## src/rtl/rst_seq_pkg.sv

```systemverilog
package rst_seq_pkg;
  typedef enum logic [1:0] {
    SEQ_IDLE = 2'd0,
    SEQ_PWRT = 2'd1,
    SEQ_OST  = 2'd2
  } seq_state_e;
endpackage

```

## src/rtl/rst_seq_counter.sv

```systemverilog
// Terminal counter shared by the power-up delay and the settling count.
module rst_seq_counter #(
  parameter int LIMIT = 16
) (
  input  logic clk_i,
  input  logic rst_ni,
  input  logic clr_i,
  input  logic en_i,
  output logic done_o
);
  localparam int CW = $clog2(LIMIT + 1);
  localparam logic [CW-1:0] LAST = CW'(LIMIT - 1);

  logic [CW-1:0] cnt_q, cnt_d;

  always_comb begin
    cnt_d = cnt_q;
    if (clr_i) begin
      cnt_d = '0;
    end else if (en_i) begin
      cnt_d = (cnt_q == LAST) ? '0 : cnt_q + 1'b1;
    end
  end

  always_ff @(posedge clk_i or negedge rst_ni) begin
    if (!rst_ni) begin
      cnt_q <= '0;
    end else if (clr_i || en_i) begin
      cnt_q <= cnt_d;
    end
  end

  assign done_o = en_i && (cnt_q == LAST);

  // the count never passes its terminal value
  p_cnt_range_r3: assert property (@(posedge clk_i) disable iff (!rst_ni)
    cnt_q <= LAST);
endmodule

```

## src/rtl/rst_pin_sync.sv

```systemverilog
// Synchronizer chain for the asynchronous master reset pin.
module rst_pin_sync #(
  parameter int STAGES = 2
) (
  input  logic clk_i,
  input  logic rst_ni,
  input  logic pin_i,
  output logic pin_o
);
  logic [STAGES-1:0] sync_q, sync_d;

  generate
    if (STAGES == 1) begin : g_single
      assign sync_d = pin_i;
    end else begin : g_chain
      assign sync_d = {sync_q[STAGES-2:0], pin_i};
    end
  endgenerate

  always_ff @(posedge clk_i or negedge rst_ni) begin
    if (!rst_ni) begin
      sync_q <= '0;
    end else begin
      sync_q <= sync_d;
    end
  end

  assign pin_o = sync_q[STAGES-1];
endmodule

```

## src/rtl/rst_timeout_seq.sv

```systemverilog
module rst_timeout_seq
  import rst_seq_pkg::*;
#(
  parameter int PWRT_TICKS  = 72,
  parameter int OST_CYCLES  = 1024,
  parameter int SYNC_STAGES = 2
) (
  input  logic clk_i,
  input  logic rst_ni,
  input  logic ref_tick_i,
  input  logic por_pulse_i,
  input  logic bor_pulse_i,
  input  logic wake_req_i,
  input  logic mclr_ni,
  input  logic osc_rc_i,
  input  logic pwrt_en_ni,
  output logic core_rst_o,
  output logic busy_o
);
  seq_state_e state_q, state_d;
  logic       core_rst_q, core_rst_d;
  logic       xtal_mode, pwrt_on, restart, wake_ok;
  logic       pwrt_clr, pwrt_en, pwrt_done;
  logic       ost_clr, ost_en, ost_done;
  logic       mclr_s;

  assign xtal_mode = !osc_rc_i;
  assign pwrt_on   = !pwrt_en_ni;
  assign restart   = por_pulse_i || bor_pulse_i;
  assign wake_ok   = wake_req_i && (state_q == SEQ_IDLE) && xtal_mode;

  // Counter controls depend on inputs and present state only.
  assign pwrt_clr = restart;
  assign pwrt_en  = (state_q == SEQ_PWRT) && ref_tick_i && !restart;
  assign ost_en   = (state_q == SEQ_OST) && !restart;
  assign ost_clr  = (state_d == SEQ_OST) && ((state_q != SEQ_OST) || restart);

  always_comb begin
    state_d = state_q;
    if (por_pulse_i) begin
      if (pwrt_on)        state_d = SEQ_PWRT;
      else if (xtal_mode) state_d = SEQ_OST;
      else                state_d = SEQ_IDLE;
    end else if (bor_pulse_i) begin
      state_d = SEQ_PWRT;
    end else if (wake_ok) begin
      state_d = SEQ_OST;
    end else begin
      case (state_q)
        SEQ_PWRT: if (pwrt_done) state_d = xtal_mode ? SEQ_OST : SEQ_IDLE;
        SEQ_OST:  if (ost_done)  state_d = SEQ_IDLE;
        default:  state_d = state_q;
      endcase
    end
  end

  assign core_rst_d = (state_d != SEQ_IDLE) || !mclr_s;

  always_ff @(posedge clk_i or negedge rst_ni) begin
    if (!rst_ni) begin
      state_q    <= SEQ_IDLE;
      core_rst_q <= 1'b1;
    end else begin
      state_q    <= state_d;
      core_rst_q <= core_rst_d;
    end
  end

  rst_seq_counter #(.LIMIT(PWRT_TICKS)) u_pwrt_cnt (
    .clk_i  (clk_i),
    .rst_ni (rst_ni),
    .clr_i  (pwrt_clr),
    .en_i   (pwrt_en),
    .done_o (pwrt_done)
  );

  rst_seq_counter #(.LIMIT(OST_CYCLES)) u_ost_cnt (
    .clk_i  (clk_i),
    .rst_ni (rst_ni),
    .clr_i  (ost_clr),
    .en_i   (ost_en),
    .done_o (ost_done)
  );

  rst_pin_sync #(.STAGES(SYNC_STAGES)) u_mclr_sync (
    .clk_i  (clk_i),
    .rst_ni (rst_ni),
    .pin_i  (mclr_ni),
    .pin_o  (mclr_s)
  );

  assign core_rst_o = core_rst_q;
  assign busy_o     = (state_q != SEQ_IDLE);

  // a running delay always keeps the core in reset
  p_busy_holds_rst_r10: assert property (@(posedge clk_i) disable iff (!rst_ni)
    busy_o |-> core_rst_o);

  // a low synchronized pin forces reset at the next edge
  p_pin_holds_rst_r10: assert property (@(posedge clk_i) disable iff (!rst_ni)
    !mclr_s |=> core_rst_o);

  // a brown-out pulse always enters the power-up delay
  p_bor_enters_pwrt_r6: assert property (@(posedge clk_i) disable iff (!rst_ni)
    (bor_pulse_i && !por_pulse_i) |=> (state_q == SEQ_PWRT));

  // the settling count is only ever entered in crystal mode
  p_ost_needs_xtal_r7: assert property (@(posedge clk_i) disable iff (!rst_ni)
    ((state_q == SEQ_OST) && ($past(state_q) != SEQ_OST)) |-> !$past(osc_rc_i));

  // a wake request does not disturb a running power-up delay
  p_wake_ignored_r8: assert property (@(posedge clk_i) disable iff (!rst_ni)
    (wake_req_i && !restart && (state_q == SEQ_PWRT) && !ref_tick_i)
      |=> (state_q == SEQ_PWRT));
endmodule

```

## config.mk

```make
export PLATFORM = sky130hd
export DESIGN_NAME = rst_timeout_seq
export DESIGN_NICKNAME = d
export VERILOG_FILES = /design/src/rtl/rst_seq_pkg.sv /design/src/rtl/rst_seq_counter.sv /design/src/rtl/rst_pin_sync.sv /design/src/rtl/rst_timeout_seq.sv
export SDC_FILE = /design/constraint.sdc
export NUM_CORES = 1
export LEC_CHECK = 0
export ABC_AREA = 0
export BUFFER_PORTS_ARGS = -buffer_cell sky130_fd_sc_hd__buf_2
export CAP_MARGIN = 20
export CORE_UTILIZATION = 40
export CTS_BUF_LIST = sky130_fd_sc_hd__clkbuf_8
export CTS_CLUSTER_DIAMETER = 30
export DETAILED_ROUTE_END_ITERATION = 10
export GPL_ROUTABILITY_DRIVEN = 0
export GPL_TIMING_DRIVEN = 0
export PLACE_DENSITY = 0.65
export SETUP_SLACK_MARGIN = 0.4
export SYNTH_ARGS = -nofsm -noshare
export SYNTH_HDL_FRONTEND = slang
export SYNTH_SLANG_ARGS = --single-unit
```

## constraint.sdc

```tcl
create_clock -name clk_i -period 3.7 [get_ports clk_i]
set_clock_uncertainty 0.2 [all_clocks]
set_input_delay 0.37 -clock clk_i [delete_from_list [all_inputs] [get_ports clk_i]]
set_output_delay 0.37 -clock clk_i [all_outputs]
set_load 0.02 [all_outputs]
```

After elaboration in Yosys (flattened, before gate mapping) --
Cells that the tools add are included.
Word-level totals: output and inout bits 2, input port bits 9, logic and storage cells 50, bits in registers 23
Cells by class: eq/ne operators 6, mux-type cells 14, reductions and logical operators 23, $add $sub $neg 2
Operators by type and width (number):
- $mux W11 | 3
- $mux W7 | 3
- $mux W2 | 7
- $add A11 B1 Y11 const B | 1
- $eq A11 B10 Y1 const B | 1
- $logic_and A1 B1 Y1 | 8
- $reduce_bool A2 Y1 | 4
- $add A7 B1 Y7 const B | 1
- $eq A7 B7 Y1 const B | 1
- $logic_or A1 B1 Y1 | 5
- $eq A2 B2 Y1 const B | 2
- $pmux W2 S2 | 1
- $reduce_and A2 Y1 | 2
- $logic_not A1 Y1 | 3
- $eq A2 B1 Y1 const B | 1
- $logic_not A2 Y1 | 1
- $ne A2 B2 Y1 const B | 1

Longest topological paths before layout --
Gate-level depths: netlist (run 1).
word-level depth 13, depth in mapped cells 8, mapped depth without buffers 8

Cells and area by module --
Synthesis (run 1) repeated with hierarchy kept, for this count alone.
Unflattened totals: cells, all modules 130, area total of the unflattened synthesis 1281.2 um^2
By module, submodules not included:
- rst_seq_counter at u_ost_cnt | area an instance 623.1 um^2, cells an instance 64, times used 1, sequential area each 275.3 um^2
- rst_seq_counter at u_pwrt_cnt | area an instance 375.4 um^2, cells an instance 36, times used 1, sequential area each 175.2 um^2
- rst_timeout_seq | area an instance 232.7 um^2, cells an instance 28, times used 1, sequential area each 76.3 um^2
- rst_pin_sync | area an instance 50.0 um^2, cells an instance 2, times used 1, sequential area each 50.0 um^2

Least setup slack after synthesis (run 1) --
No wires, ideal clock.
path type register to register, start register state_q[1], end register u_ost_cnt.cnt_q[2], data required time 3.361 ns, path buffers 0, setup slack 1.492 ns, period minus slack after synthesis 2.208 ns, library setup time 0.139 ns, arrival 1.869 ns, stages on the path, launching flop included 9, cell sequence dfrtp_1 > inv_1 > ha_1 > and4b_1 > and4_1 > o31ai_2 > o41ai_2 > a31oi_2 > a31oi_1
Between the ends: cells in the longest elaborated chain, start to end 13, elaborated cells between the ends (all ways) 24, those cells by class eq/ne (4); mux (7); reduce/logical (13)
Ends and longest elaborated chain:
- from (decl) | RTL line rst_timeout_seq.sv:20 | seq_state_e state_q, state_d;
- from (signal assigned) | RTL line rst_timeout_seq.sv:64 | state_q <= state_d;
- $eq A2 B1 Y1 | RTL line rst_timeout_seq.sv:34, rst_timeout_seq.sv:49
- $logic_and A1 B1 Y1 (2 in series) | RTL line rst_timeout_seq.sv:34 | assign pwrt_en = (state_q == SEQ_PWRT) && ref_tick_i && !restart;
- $logic_and A1 B1 Y1 | RTL line rst_seq_counter.sv:33 | assign done_o = en_i && (cnt_q == LAST);
- $mux W2 | RTL line rst_timeout_seq.sv:50 | SEQ_PWRT: if (pwrt_done) state_d = xtal_mode ? SEQ_OST : SEQ_IDLE;
- $pmux W2 S2 | RTL line rst_timeout_seq.sv:49 | case (state_q)
- $mux W2 | RTL line rst_timeout_seq.sv:46 | end else if (wake_ok) begin
- $mux W2 | RTL line rst_timeout_seq.sv:44 | end else if (bor_pulse_i) begin
- $mux W2 | RTL line rst_timeout_seq.sv:40 | if (por_pulse_i) begin
- $eq A2 B2 Y1 | RTL line rst_timeout_seq.sv:36 | assign ost_clr = (state_d == SEQ_OST) && ((state_q != SEQ_OST) || restart);
- $logic_and A1 B1 Y1 | RTL line rst_timeout_seq.sv:36
- $reduce_bool A2 Y1 (no source line) or $logic_or A1 B1 Y1 (tied branches)
- $reduce_and A2 Y1 (no source line)
- to (signal assigned) | RTL line rst_seq_counter.sv:29 | cnt_q <= cnt_d;
- to (decl) | RTL line rst_seq_counter.sv:14 | logic [CW-1:0] cnt_q, cnt_d;
Several ways; a longest one is shown, not always the timed one. A chain may end at the register's enable or synchronous reset.

Worst setup path after layout (run 1) --
start register state_q[1], end register u_ost_cnt.cnt_q[8]
The elaborated chain is that of the path after synthesis.

==> results.tsv, run 1 <==
stage	metric	value	unit
clock_network	clockRootBuffer	clkbuf_8	
flow_run	cap_violations	0	
critical_path	critPathKind	reg2reg	
critical_path	worstSetupEndpointType	flip-flop	
cells_and_area	antennaDiodeCount	0	
global_route	grt_max_degree	24	
critical_path	crit_path_start_kind	flip-flop	
detailed_routing	routedWlPerCell	12.4	um
detailed_routing	drcViolationCount	0	
synthesis	syn_avg_cell_area	9.25	um2
die	die_h	58.7	um
cells_and_area	fin_cells	199	
placed_design	dp.cells	193	
sta	finalMaxSlewViolations	0	
clock_network	clkTransAtPathRegs	0.08	ns
critical_path	crit_chain	inv_1, ha_1, and4b_1, and4_1, o31ai_2, o41ai_2, a31oi_2, a31oi_1	
clock_network	cts_inserted_buffers	3	
global_route	overflow	0	
synthesis	syn-num-nets	153	
detailed_routing	drtAntennaViolNets	0	
synthesis	ys.warnings.count	0	
detailed_routing	avgViaCountPerCell	5.35	
detailed_routing	vias	1064	
clock_network	cts.sinks	23	
sta	tightest_slew	0.655	ns
synthesis	ys_seq_area_frac	0.448	
global_route	grt_pass1_vias	1036	
die	num_io_pins	11	
critical_path	cp_data_required_time	3.63	ns
power	pwr_density_cell	339	nW/um2
sta	whs	0.158	ns
placed_design	place_hpwl	1.92	mm
power	p_leak	0.677	nW
global_route	globalRouteTotalUtil	0.162	
synthesis	synth-main-ff-cell	dfrtp_1	
critical_path	cp.arrival	2.42	ns
die	core_area	3050	um2
die	die_area	3450	um2
die	initial_utilization	0.421	
placed_design	port_buffers	10	
sta	fin_crit_sh	0.673	
clock_network	htree_num_levels	1	
clock_network	clock_latency	0.26	ns
cells_and_area	layout-drive-gt1-share	0.142	
cells_and_area	nNetsFinal	170	
critical_path	crit_slowest_cell	dfrtp_1	
sta	maxSlewHeadroom	0.560	
synthesis	ys_ff_latch	23	
sta	rsz0062_at_grt	no	
clock_network	cts_buffer_depth	2	
die	fp.dieW	58.7	um
status	status	finished, final reports clean	
synthesis	async_reset_ff_frac	1.00	
synthesis	synth_edf_count	0	
detailed_routing	routed_wl	2.47	mm
clock_network	ctsResizeCount	0	
min_path	hp-class	reg2reg	
synthesis	yosysUniqueCellTypes	33	
detailed_routing	drtIter0Drc	65	
sta	hold_viol_final	0	
synthesis	synth_area	1290	um2
die	num_rows	20	
detailed_routing	first_pass_iters	4	
clock_network	cts_tree	yes	
sta	fmax	402	MHz
synthesis	synthCells	139	
power	peakVddDrop	0.000204	V
sta	fin_crit	2.49	ns
global_route	antenna_found_initial	0	
sta	setup_violations	0	
critical_path	critPathMaxFanout	8	
sta	fin_tns_setup	0	ns
global_route	grt_pass1_wl	4.26	mm
cells_and_area	area_growth	13.3	%
critical_path	cpPeakStageDelay	0.40	ns
stage by stage:
| step | cell area [um2] | util | power (mW) | setup WS (ns) |
|---|---|---|---|---|
| after global placement | 1390 | 0.456 | 0.343 | 1.27 |
| after CTS | 1450 | 0.474 | 0.500 | 1.19 |
| after floorplan | 1290 | - | 0.321 | 1.49 |
| after detailed placement | 1390 | 0.456 | 0.346 | 1.21 |
| after global routing | 1460 | 0.477 | 0.522 | 1.07 |
| final | 1460 | 0.477 | 0.495 | 1.21 |
Yosys cell counts (all sizes together), types with 2 or more instances:
cell type	number	area, um2
a21oi	7	35.0
a31oi	9	62.6
and2	3	18.8
and3	7	43.8
and4	2	17.5
clkbuf	2	7.51
dfrtp	22	551
ha	5	62.6
inv	6	22.5
mux2i	2	20.0
nand2	18	67.6
nand3	4	20.0
nand3b	2	15.0
nand4	2	12.5
nor2	18	67.6
nor3	7	35.0
o21ai	5	25.0
o31ai	3	27.5
or2	2	12.5
xor2	3	26.3
layer usage:
metal	GRT usage	vias to the layer above	routed length, um	part of all wire
li1	-	533	-	-
met1	0.185	517	1090	0.44
met4	0.0476	0	26	0.011
met3	0.0396	5	56	0.023
met5	0	-	0	0
met2	0.300	9	1290	0.52
flip-flops by register name, summed over array words and instances, names as in the netlist:
| register | count |
|---|---|
| u_mclr_sync.sync_q | 2 |
| core_rst_o | 1 |
| u_pwrt_cnt.cnt_q | 7 |
| state_q | 2 |
| u_ost_cnt.cnt_q | 11 |
worst max-delay path: cells and delay by family (launching register included):
family | cells | cell delay [ns]
buffers and inverters | 1 | 0.11
AOI/OAI and AO/OA | 4 | 0.96
and+or+nand+nor | 2 | 0.40
adders and majority gates | 1 | 0.27
DFF | 1 | 0.40
power by group:
part	switching (mW)	internal, mW
registers	0.00738	0.262
logic	0.0434	0.0281
clock network	0.0788	0.0751
total	0.130	0.365
cell families after synthesis:
| family | after synthesis | share of synthesized area |
|---|---|---|
| adders and majority gates | 5 | 0.0486 |
| muxes | 2 | 0.0156 |
| AOI/OAI and AO/OA | 28 | 0.148 |
| xor gates and xnor gates | 3 | 0.0204 |
| and+or+nand+nor | 70 | 0.296 |
| DFF | 23 | 0.448 |
| buffers and inverters | 8 | 0.0233 |
worst paths after layout:
kind                                                 start                               to  slack (ns)  cells after the start
min reg2reg                u_mclr_sync.sync_q[0]$_DFF_PN0_  u_mclr_sync.sync_q[1]$_DFF_PN0_        0.16                      0
max in group asynchronous                           rst_ni             core_rst_o$_DFF_PN1_        2.53                      2
max                                   state_q[1]$_DFF_PN0_   u_ost_cnt.cnt_q[8]$_DFFE_PN0P_        1.21                      8
min                        u_mclr_sync.sync_q[0]$_DFF_PN0_  u_mclr_sync.sync_q[1]$_DFF_PN0_        0.16                      0
max reg2reg                           state_q[1]$_DFF_PN0_   u_ost_cnt.cnt_q[8]$_DFFE_PN0P_        1.21                      8
min in group asynchronous                           rst_ni  u_pwrt_cnt.cnt_q[1]$_DFFE_PN0P_        0.41                      2
placed cells by master (no fill, tap or decap), drive strengths merged, types with 2 or more instances in the layout:
master	synthesis	layout
nand3b	2	2
and2	3	3
nor2	18	18
and3	7	7
nand3	4	4
clkbuf	2	5
or2	2	2
nand2	18	18
o21ai	5	5
a21oi	7	7
nor3	7	7
a31oi	9	9
mux2i	2	2
o31ai	3	3
nand4	2	2
ha	5	5
dlygate4sd3	0	2
inv	6	6
and4	2	2
buf	0	10
xor2	3	3
dfrtp	22	22
final cells by class:
class | count | area, um2
multi-input cells | 108 | 679
plain buffers | 2 | 7.51
inverters | 6 | 22.5
repair buffers | 12 | 70.1
clock inverters | 1 | 5.00
well taps | 44 | 55.1
flip-flops and latches | 23 | 577
clock buffers | 3 | 41.3
fillers | 310 | 1600
what timing repair did:
item,4_1_cts,5_1_grt
endpoints found under the hold margin,22,1
setup endpoints to repair,0,0
hold buffers,1,1
buffers inserted,0,0
(Power assumes the default switching activity.)
==> run 2: changes to the inputs <==
--- a/config.mk
+++ b/config.mk
@@ -5,7 +5,7 @@
 export SDC_FILE = /design/constraint.sdc
 export NUM_CORES = 1
 export LEC_CHECK = 0
-export ABC_AREA = 0
+export ABC_AREA = 1
 export BUFFER_PORTS_ARGS = -buffer_cell sky130_fd_sc_hd__buf_2
 export CAP_MARGIN = 20
 export CORE_UTILIZATION = 40
==> constraint.sdc (replaced) <==
create_clock -name clk_i -period 2.6 [get_ports clk_i]
set_clock_uncertainty 0.2 [all_clocks]
set_input_delay 0.26 -clock clk_i [delete_from_list [all_inputs] [get_ports clk_i]]
set_output_delay 0.26 -clock clk_i [all_outputs]
set_load 0.02 [all_outputs]
==> run 2 against run 1 <==
  * Area after synthesis is 5.3% higher
  * Final area is 5.4% higher
  * Via count is 0.19% lower
  * Non-clock buffer count is 1 lower
  * Maximum frequency is 23% higher
  * Wire length is 2.9% lower
  * Core utilization is 1.4 points higher
  * Critical path type unchanged
  * Sequential cell count stayed put
  * Final cell count is 12% higher
==> results.tsv, run 2 <==
stage	metric	value	unit	change
clock_network	clkTransAtPathRegs	0.08	ns	about the same
sta	tightest_slew	0.535	ns	was 0.655 ns
critical_path	path_buf_inv	2		was 1
power	peakVddDrop	0.000337	V	was 0.000204 V
power	intPower	0.507	mW	was 0.365 mW
global_route	overflow	0		unchanged
sta	fmax	496	MHz	was 402 MHz
sta	whs	0.136	ns	was 0.158 ns
synthesis	post-synth-top-count-cell	nand2_1		was dfrtp_1
sta	rsz0062_at_grt	no		unchanged
clock_network	htree_num_levels	1		unchanged
synthesis	synth_top_cells_by_count	41 x nand2_1, 22 x dfrtp_1, 22 x inv_1, 11 x nand3_1, 11 x nor2_1		was 22 x dfrtp_1, 18 x nand2_1, 18 x nor2_1, 8 x a31oi_1
global_route	grt_pass1_wl	4.44	mm	was 4.26 mm
power	pwr-share-seq	0.556		was 0.544
die	num_rows	20		unchanged
detailed_routing	routedWlPerCell	10.7	um	was 12.4 um
sta	maxSlewHeadroom	0.640		was 0.560
global_route	grt_max_degree	24		unchanged
die	die_area	3620	um2	was 3450 um2
synthesis	ys.warnings.count	0		unchanged
power	power	0.682	mW	was 0.495 mW
synthesis	synth_area	1350	um2	was 1290 um2
cells_and_area	reg.largest.list	u_ost_cnt.cnt_q: 11 flops, u_pwrt_cnt.cnt_q: 7 flops		unchanged
critical_path	critPathKind	reg2reg		unchanged
critical_path	crit_slowest_cell	dfrtp_1		unchanged
synthesis	async_reset_ff_frac	1.00		unchanged
synthesis	synth-main-ff-cell	dfrtp_1		unchanged
power	pwr_density_cell	444	nW/um2	was 339 nW/um2
critical_path	cp.arrival	1.97	ns	was 2.42 ns
detailed_routing	vias	1062		was 1064
critical_path	critPathMaxFanout	9		was 8
die	num_io_pins	11		unchanged
min_path	hp-class	in2reg		was reg2reg
critical_path	crit_top_cell	nand2_1		
synthesis	ys_ff_latch	23		unchanged
status	status	finished, final reports clean		unchanged
clock_network	cts.sinks	23		unchanged
sta	fin_tns_setup	0	ns	unchanged
power	pwr-share-clk	0.311		about the same
detailed_routing	drtIter0Drc	34		was 65
global_route	antenna_found_initial	0		unchanged
clock_network	cts_buffer_depth	2		unchanged
sta	fin_crit_sh	0.776		was 0.673
cells_and_area	largest_reg_flops	11		unchanged
placed_design	dp.cells	217		was 193
cells_and_area	layout-drive-gt1-share	0.207		was 0.142
cells_and_area	area_growth	13.5	%	was 13.3%
clock_network	clockRootBuffer	clkbuf_8		unchanged
power	netSwitchingFraction	0.256		was 0.262
die	fp.dieW	60.2	um	was 58.7 um
clock_network	clock_latency	0.26	ns	about the same
detailed_routing	drcViolationCount	0		unchanged
clock_network	cts_tree	yes		unchanged
synthesis	yosys-top-cells-area	dfrtp_1 41%, nand2_1 11%, nand3_2 7.4%, inv_1 6.1%, ha_1 4.6%		was dfrtp_1 43%, nand2_1 5.3%, nor2_1 5.3%, ha_1 4.9%, a31oi_1 3.9%
synthesis	ys_seq_area_frac	0.426		was 0.448
synthesis	yosysTopAreaCell	dfrtp_1		unchanged
sta	fin_crit	2.02	ns	was 2.49 ns
global_route	globalRouteTotalUtil	0.164		was 0.162
power	p_leak	0.755	nW	was 0.677 nW
clock_network	cts_setup_buffers	0		unchanged
die	core_area	3130	um2	was 3050 um2
cells_and_area	final_cell_mix	41 x nand2_1, 23 x inv_1, 22 x dfrtp_1		was 22 x dfrtp_1, 18 x nand2_1, 18 x nor2_1
power	p_sw	0.175	mW	was 0.130 mW
die	initial_utilization	0.433		was 0.421
cells_and_area	nNetsFinal	194		was 170
global_route	grt_pass1_vias	1056		was 1036
placed_design	port_buffers	10		unchanged
critical_path	crit_path_start_kind	flip-flop		unchanged
synthesis	synthCells	163		was 139
detailed_routing	routed_wl	2.39	mm	was 2.47 mm
sta	setup_violations	0		unchanged
critical_path	cpPeakStageDelay	0.40	ns	about the same
placed_design	dpl_cell_area	1460	um2	was 1390 um2
detailed_routing	avgViaCountPerCell	4.76		was 5.35
synthesis	synth_top_area_frac	0.407		was 0.428
flow_run	cap_violations	0		unchanged
critical_path	cp_data_required_time	2.55	ns	was 3.63 ns
detailed_routing	drtAntennaViolNets	0		unchanged
cells_and_area	top_register	u_ost_cnt.cnt_q		unchanged
critical_path	crit_chain	inv_1, ha_4, nand2_1, nor2_4, nand2_1, nand2_1, nand3_1, nand2_1, inv_1, nand2_1, nand2_2, nand2_4, nand2_8, nand3_2, nand2_1		was inv_1, ha_1, and4b_1, and4_1, o31ai_2, o41ai_2, a31oi_2, a31oi_1
power	p_comb_frac	0.132		was 0.145
critical_path	worstSetupEndpointType	flip-flop		unchanged
synthesis	syn_avg_cell_area	8.31	um2	was 9.25 um2
synthesis	synth_edf_count	0		unchanged
cells_and_area	fin_cells	223		was 199
sta	finalMaxSlewViolations	0		unchanged
critical_path	critPathTopFamily	simple AND/OR/NAND/NOR gates		was compound AO/OA/AOI/OAI gates
placed_design	place_hpwl	1.81	mm	was 1.92 mm
cells_and_area	fin_area	1540	um2	was 1460 um2
clock_network	cts_inserted_buffers	3		unchanged
die	die_h	60.2	um	was 58.7 um
sta	hold_viol_final	0		unchanged
cells_and_area	layout_commonest_cell	nand2_1		was dfrtp_1
detailed_routing	first_pass_iters	4		unchanged
cells_and_area	antennaDiodeCount	0		unchanged
synthesis	syn-num-nets	177		was 153
synthesis	yosysUniqueCellTypes	26		was 33
[run 2: routing by layer]
layer	share of wire	GRT usage	vias up
met2	0.47	0.273	13
met4	0.012	0.0399	0
met5	0	0	-
li1	-	-	557
met3	0.033	0.0455	4
met1	0.48	0.209	488
[run 2: cell type report]
type,instances,area [um2]
Multi-Input combinational cell,115,694
Buffer,1,5.00
Clock buffer,3,41.3
Timing Repair Buffer,12,70.1
Tap cell,44,55.1
Sequential cell,23,577
Inverter,24,90.1
Clock inverter,1,3.75
Fill cell,319,1590
[run 2: kinds of logic (layout without fill, tap and decap cells)]
logic type	Yosys count	after routing	share of synthesized area
xor+xnor	7	7	0.0453
compound gates	17	17	0.0739
simple gates	86	86	0.338
flops	23	23	0.426
buf+inv	25	41	0.0702
fa+ha+maj	5	5	0.0462
[run 2: through the flow]
step,utilization,setup WS (ns)
finish,0.491,0.582
global route,0.491,0.417
CTS,0.487,0.515
detailed placement,0.466,0.526
global placement,0.466,0.599
floorplan,-,0.753
[run 2: worst paths after layout]
kind	from	to	slack [ns]	cells past startpoint
worst max-delay path	state_q[1]$_DFF_PN0_	u_ost_cnt.cnt_q[7]$_DFFE_PN0P_	0.58	15
worst min-delay path	bor_pulse_i	u_pwrt_cnt.cnt_q[2]$_DFFE_PN0P_	0.14	4
worst max register to register	state_q[1]$_DFF_PN0_	u_ost_cnt.cnt_q[7]$_DFFE_PN0P_	0.58	15
worst min register to register	u_mclr_sync.sync_q[0]$_DFF_PN0_	u_mclr_sync.sync_q[1]$_DFF_PN0_	0.16	0
max in group asynchronous	rst_ni	core_rst_o$_DFF_PN1_	1.53	2
min in group asynchronous	rst_ni	u_pwrt_cnt.cnt_q[3]$_DFFE_PN0P_	0.31	2
[run 2: timing repair]
item / 4_1_cts / 5_1_grt
hold buffers: 2 / 0
endpoints found under the hold margin: 23 / 0
endpoints found under the setup margin: 0 / 11
gates resized for setup: 0 / 2
[run 2: tightest hold or removal path: stages]
cell     delay (ns)
buf_2          0.10
nor2_4         0.06
inv_2          0.07
o41ai_1        0.07
[run 2: power groups by stage]
stage / combinational, mW / sequential (mW) / clock (mW)
2_1_floorplan: 0.0577 / 0.385 / 0
3_3_place_gp: 0.0845 / 0.385 / 0
3_5_place_dp: 0.0872 / 0.386 / 0
4_1_cts: 0.0901 / 0.379 / 0.225
5_1_grt: 0.102 / 0.381 / 0.242
6_report: 0.0904 / 0.379 / 0.212
==> run 3: changes to the inputs <==
--- a/config.mk
+++ b/config.mk
@@ -14,7 +14,7 @@
 export DETAILED_ROUTE_END_ITERATION = 10
 export GPL_ROUTABILITY_DRIVEN = 0
 export GPL_TIMING_DRIVEN = 0
-export PLACE_DENSITY = 0.65
+export PLACE_DENSITY = 0.67
 export SETUP_SLACK_MARGIN = 0.4
 export SYNTH_ARGS = -nofsm -noshare
 export SYNTH_HDL_FRONTEND = slang
==> constraint.sdc (replaced) <==
create_clock -name clk_i -period 1.8 [get_ports clk_i]
set_clock_uncertainty 0.2 [all_clocks]
set_input_delay 0.18 -clock clk_i [delete_from_list [all_inputs] [get_ports clk_i]]
set_output_delay 0.18 -clock clk_i [all_outputs]
set_load 0.02 [all_outputs]
==> run 3 against run 2 <==
  * The flow now finishes with violations (setup timing)
  * Non-clock buffer count rose by 17
  * Sequential power rose by 44%
  * Via count rose by 13%
  * Sequential cell count did not move
  * Register-to-register slack got worse by 0.73 ns
  * Combinational power rose by 140%
  * Final area rose by 15%
  * Critical path type unchanged
  * Sequential share of layout area fell by 5.0 points
  * Global-route usage rose by 1.8 points
  * Wire length rose by 32%
==> results.tsv, run 3 (same netlist as run 2, synthesis figures left out) <==
stage	metric	value	unit	change
status	status	finished with violations		was finished, final reports clean
status	violations	setup timing		
power	netSwitchingFraction	0.285		was 0.256
clock_network	clockRootBuffer	clkbuf_8		unchanged
critical_path	critPathKind	reg2reg		unchanged
cells_and_area	register_area	577	um2	unchanged
flow_run	cap_violations	0		unchanged
die	core_area	3130	um2	unchanged
clock_network	cts.sinks	23		unchanged
critical_path	r2r-end	u_ost_cnt.cnt_q[7]$_DFFE_PN0P_		unchanged
detailed_routing	routed_wl	3.15	mm	was 2.39 mm
sta	fmax	512	MHz	was 496 MHz
placed_design	port_buffers	10		unchanged
sta	maxSlewHeadroom	0.654		was 0.640
power	power	1.10	mW	was 0.682 mW
cells_and_area	final_cell_mix	37 x nand2_1, 22 x dfrtp_1, 20 x inv_1		was 41 x nand2_1, 23 x inv_1, 22 x dfrtp_1
die	initial_utilization	0.433		unchanged
cells_and_area	reg.largest.list	u_ost_cnt.cnt_q: 11 flops, u_pwrt_cnt.cnt_q: 7 flops		unchanged
cells_and_area	fin_cells	241		was 223
clock_network	cts_inserted_buffers	3		unchanged
cells_and_area	fillers	275		was 319
global_route	grt_pass1_wl	4.88	mm	was 4.44 mm
critical_path	critPathCapture	u_ost_cnt.cnt_q[7]$_DFFE_PN0P_		unchanged
cells_and_area	largest_reg_flops	11		unchanged
sta	setup_violations	13		was 0
critical_path	ff2ff_path_depth	15		unchanged
sta	rsz0062_at_grt	yes		was no
critical_path	critPathTopFamily	simple AND/OR/NAND/NOR gates		unchanged
die	num_io_pins	11		unchanged
critical_path	crit_top_cell	nand2_1		unchanged
power	p_leak	0.873	nW	was 0.755 nW
cells_and_area	antennaDiodeCount	0		unchanged
critical_path	crit_chain	inv_2, ha_4, nand2_4, nor2_4, nand2_2, nand2_1, nand3_1, nand2_1, inv_1, nand2_2, nand2_4, nand2_8, nand2_8, nand3_2, nand2_1		was inv_1, ha_4, nand2_1, nor2_4, nand2_1, nand2_1, nand3_1, nand2_1, inv_1, nand2_1, nand2_2, nand2_4, nand2_8, nand3_2, nand2_1
critical_path	cp.arrival	1.91	ns	was 1.97 ns
clock_network	cts_buffer_depth	2		unchanged
detailed_routing	drtIter0Drc	73		was 34
cells_and_area	area_growth	31.0	%	was 13.5%
critical_path	critPathMaxFanout	5		was 9
power	pwr-share-clk	0.305		was 0.311
critical_path	reg2reg_from	state_q[1]$_DFF_PN0_		unchanged
detailed_routing	routedWlPerCell	13.1	um	was 10.7 um
die	num_rows	20		unchanged
clock_network	clock_latency	0.27	ns	was 0.26 ns
clock_network	clkTransAtPathRegs	0.09	ns	was 0.08 ns
cells_and_area	layout-drive-gt1-share	0.355		was 0.207
global_route	antenna_found_initial	0		unchanged
power	p_comb_frac	0.196		was 0.132
placed_design	dpl_cell_area	1490	um2	was 1460 um2
cells_and_area	layout_commonest_cell	nand2_1		unchanged
critical_path	path_buf_inv	2		unchanged
sta	hold_viol_final	0		unchanged
die	die_h	60.2	um	unchanged
placed_design	place_hpwl	1.87	mm	was 1.81 mm
detailed_routing	drcViolationCount	0		unchanged
critical_path	cp_data_required_time	1.76	ns	was 2.55 ns
clock_network	cts_tree	yes		unchanged
critical_path	crit_slowest_cell	dfrtp_1		unchanged
critical_path	setup.worst_path.start	state_q[1]$_DFF_PN0_		unchanged
cells_and_area	top_register	u_ost_cnt.cnt_q		unchanged
clock_network	htree_num_levels	1		unchanged
global_route	overflow	0		unchanged
critical_path	cpPeakStageDelay	0.41	ns	was 0.40 ns
cells_and_area	multiInputGateArea	792	um2	was 694 um2
sta	fin_crit_sh	1.08		was 0.776
critical_path	reg2reg_slack	-0.15	ns	was 0.58 ns
sta	fin_ws	-0.152	ns	was 0.582 ns
critical_path	worstSetupEndpointType	flip-flop		unchanged
cells_and_area	nNetsFinal	212		was 194
power	p_sw	0.312	mW	was 0.175 mW
sta	tightest_slew	0.520	ns	was 0.535 ns
cells_and_area	fin_area	1770	um2	was 1540 um2
cells_and_area	fin_util	0.567		was 0.491
detailed_routing	avgViaCountPerCell	4.96		was 4.76
detailed_routing	drtAntennaViolNets	0		unchanged
sta	fin_crit	1.95	ns	was 2.02 ns
sta	finalMaxSlewViolations	0		unchanged
global_route	grt_pass1_vias	1141		was 1056
global_route	grt_max_degree	24		unchanged
power	intPower	0.784	mW	was 0.507 mW
critical_path	path_depth	15		unchanged
power	pwr-share-seq	0.499		was 0.556
power	peakVddDrop	0.000491	V	was 0.000337 V
placed_design	dp.cells	217		unchanged
global_route	globalRouteTotalUtil	0.182		was 0.164
detailed_routing	first_pass_iters	4		unchanged
die	die_area	3620	um2	unchanged
critical_path	crit_path_start_kind	flip-flop		unchanged
die	fp.dieW	60.2	um	unchanged
detailed_routing	vias	1196		was 1062
power	pwr_density_cell	618	nW/um2	was 444 nW/um2
min_path	hp-class	in2reg		unchanged
[run 3: changes by cell type in the layout (fill, tap and decap cells not counted), moves of 2 or more]
cell     change
buf_4       +16
nand2_1      -4
ha_1         -3
inv_1        -3
nand2_4      +3
buf_6        +2
ha_4         +2
inv_2        +2
nand3_1      -2
nand3_2      +2
o21ai_0      -2
o21ai_1      +2
[run 3: worst min path at each step]
stage	from	endpoint	slack (ns)	depth (start not counted)
after CTS	bor_pulse_i	u_pwrt_cnt.cnt_q[2]$_DFFE_PN0P_	0.05	4
after floorplan	rst_ni	state_q[0]$_DFF_PN0_	-0.32	0
after global placement	rst_ni	state_q[0]$_DFF_PN0_	-0.02	1
after global routing	bor_pulse_i	u_pwrt_cnt.cnt_q[2]$_DFFE_PN0P_	0.07	4
final	bor_pulse_i	u_pwrt_cnt.cnt_q[2]$_DFFE_PN0P_	0.08	4
after detailed placement	rst_ni	state_q[0]$_DFF_PN0_	-0.01	1
[run 3: worst min-delay path, cell delays in order]
cell and delay [ns]:
buf_2 0.10, nor2_4 0.06, inv_2 0.09, o41ai_2 0.08
[run 3: power by group through the flow]
| stage | Sequential (mW) | Clock, mW | Combinational [mW] |
|---|---|---|---|
| floorplan | 0.558 | 0 | 0.0930 |
| detailed placement | 0.558 | 0 | 0.137 |
| global placement | 0.557 | 0 | 0.132 |
| finish | 0.547 | 0.335 | 0.215 |
| global route | 0.549 | 0.364 | 0.236 |
| CTS | 0.544 | 0.344 | 0.189 |
[run 3: layer usage]
metal  part of all wire  global-route usage  up-vias  wire (um)
met5                  0                   0        -          0
met4              0.025              0.0598        0         79
met3              0.041              0.0498        8        130
met2               0.50               0.300       29       1590
met1               0.43               0.229      569       1350
li1                   -                   -      590          -
[run 3: repair_timing]
| item | in CTS | in global routing |
|---|---|---|
| endpoints found under the hold margin | 23 | 0 |
| pin swaps | 9 | 12 |
| resized for setup | 4 | 14 |
| gates cloned | 1 | 0 |
| setup endpoints to repair | 22 | 22 |
| setup buffers | 13 | 4 |
| hold buffers | 2 | 0 |
[run 3: through the flow]
step | setup slack [ns] | setup TNS (ns) | hold WS, ns
3_3_place_gp | -0.0739 | -0.716 | -0.0243
4_1_cts | -0.123 | -1.23 | 0.0498
3_5_place_dp | -0.140 | -1.36 | -0.0117
5_1_grt | -0.287 | -3.26 | 0.0703
2_1_floorplan | 0.0609 | 0 | -0.316
6_report | -0.152 | -1.59 | 0.0803
[run 3: final cells by class]
cell class                 count  share of cell area
inverter                      24              0.0508
clock inverter                 1             0.00282
sequential                    23               0.325
buffer                         1             0.00282
tap                           44              0.0311
multi-input combinational    116               0.447
timing repair buffer          29               0.117
clock buffer                   3              0.0233
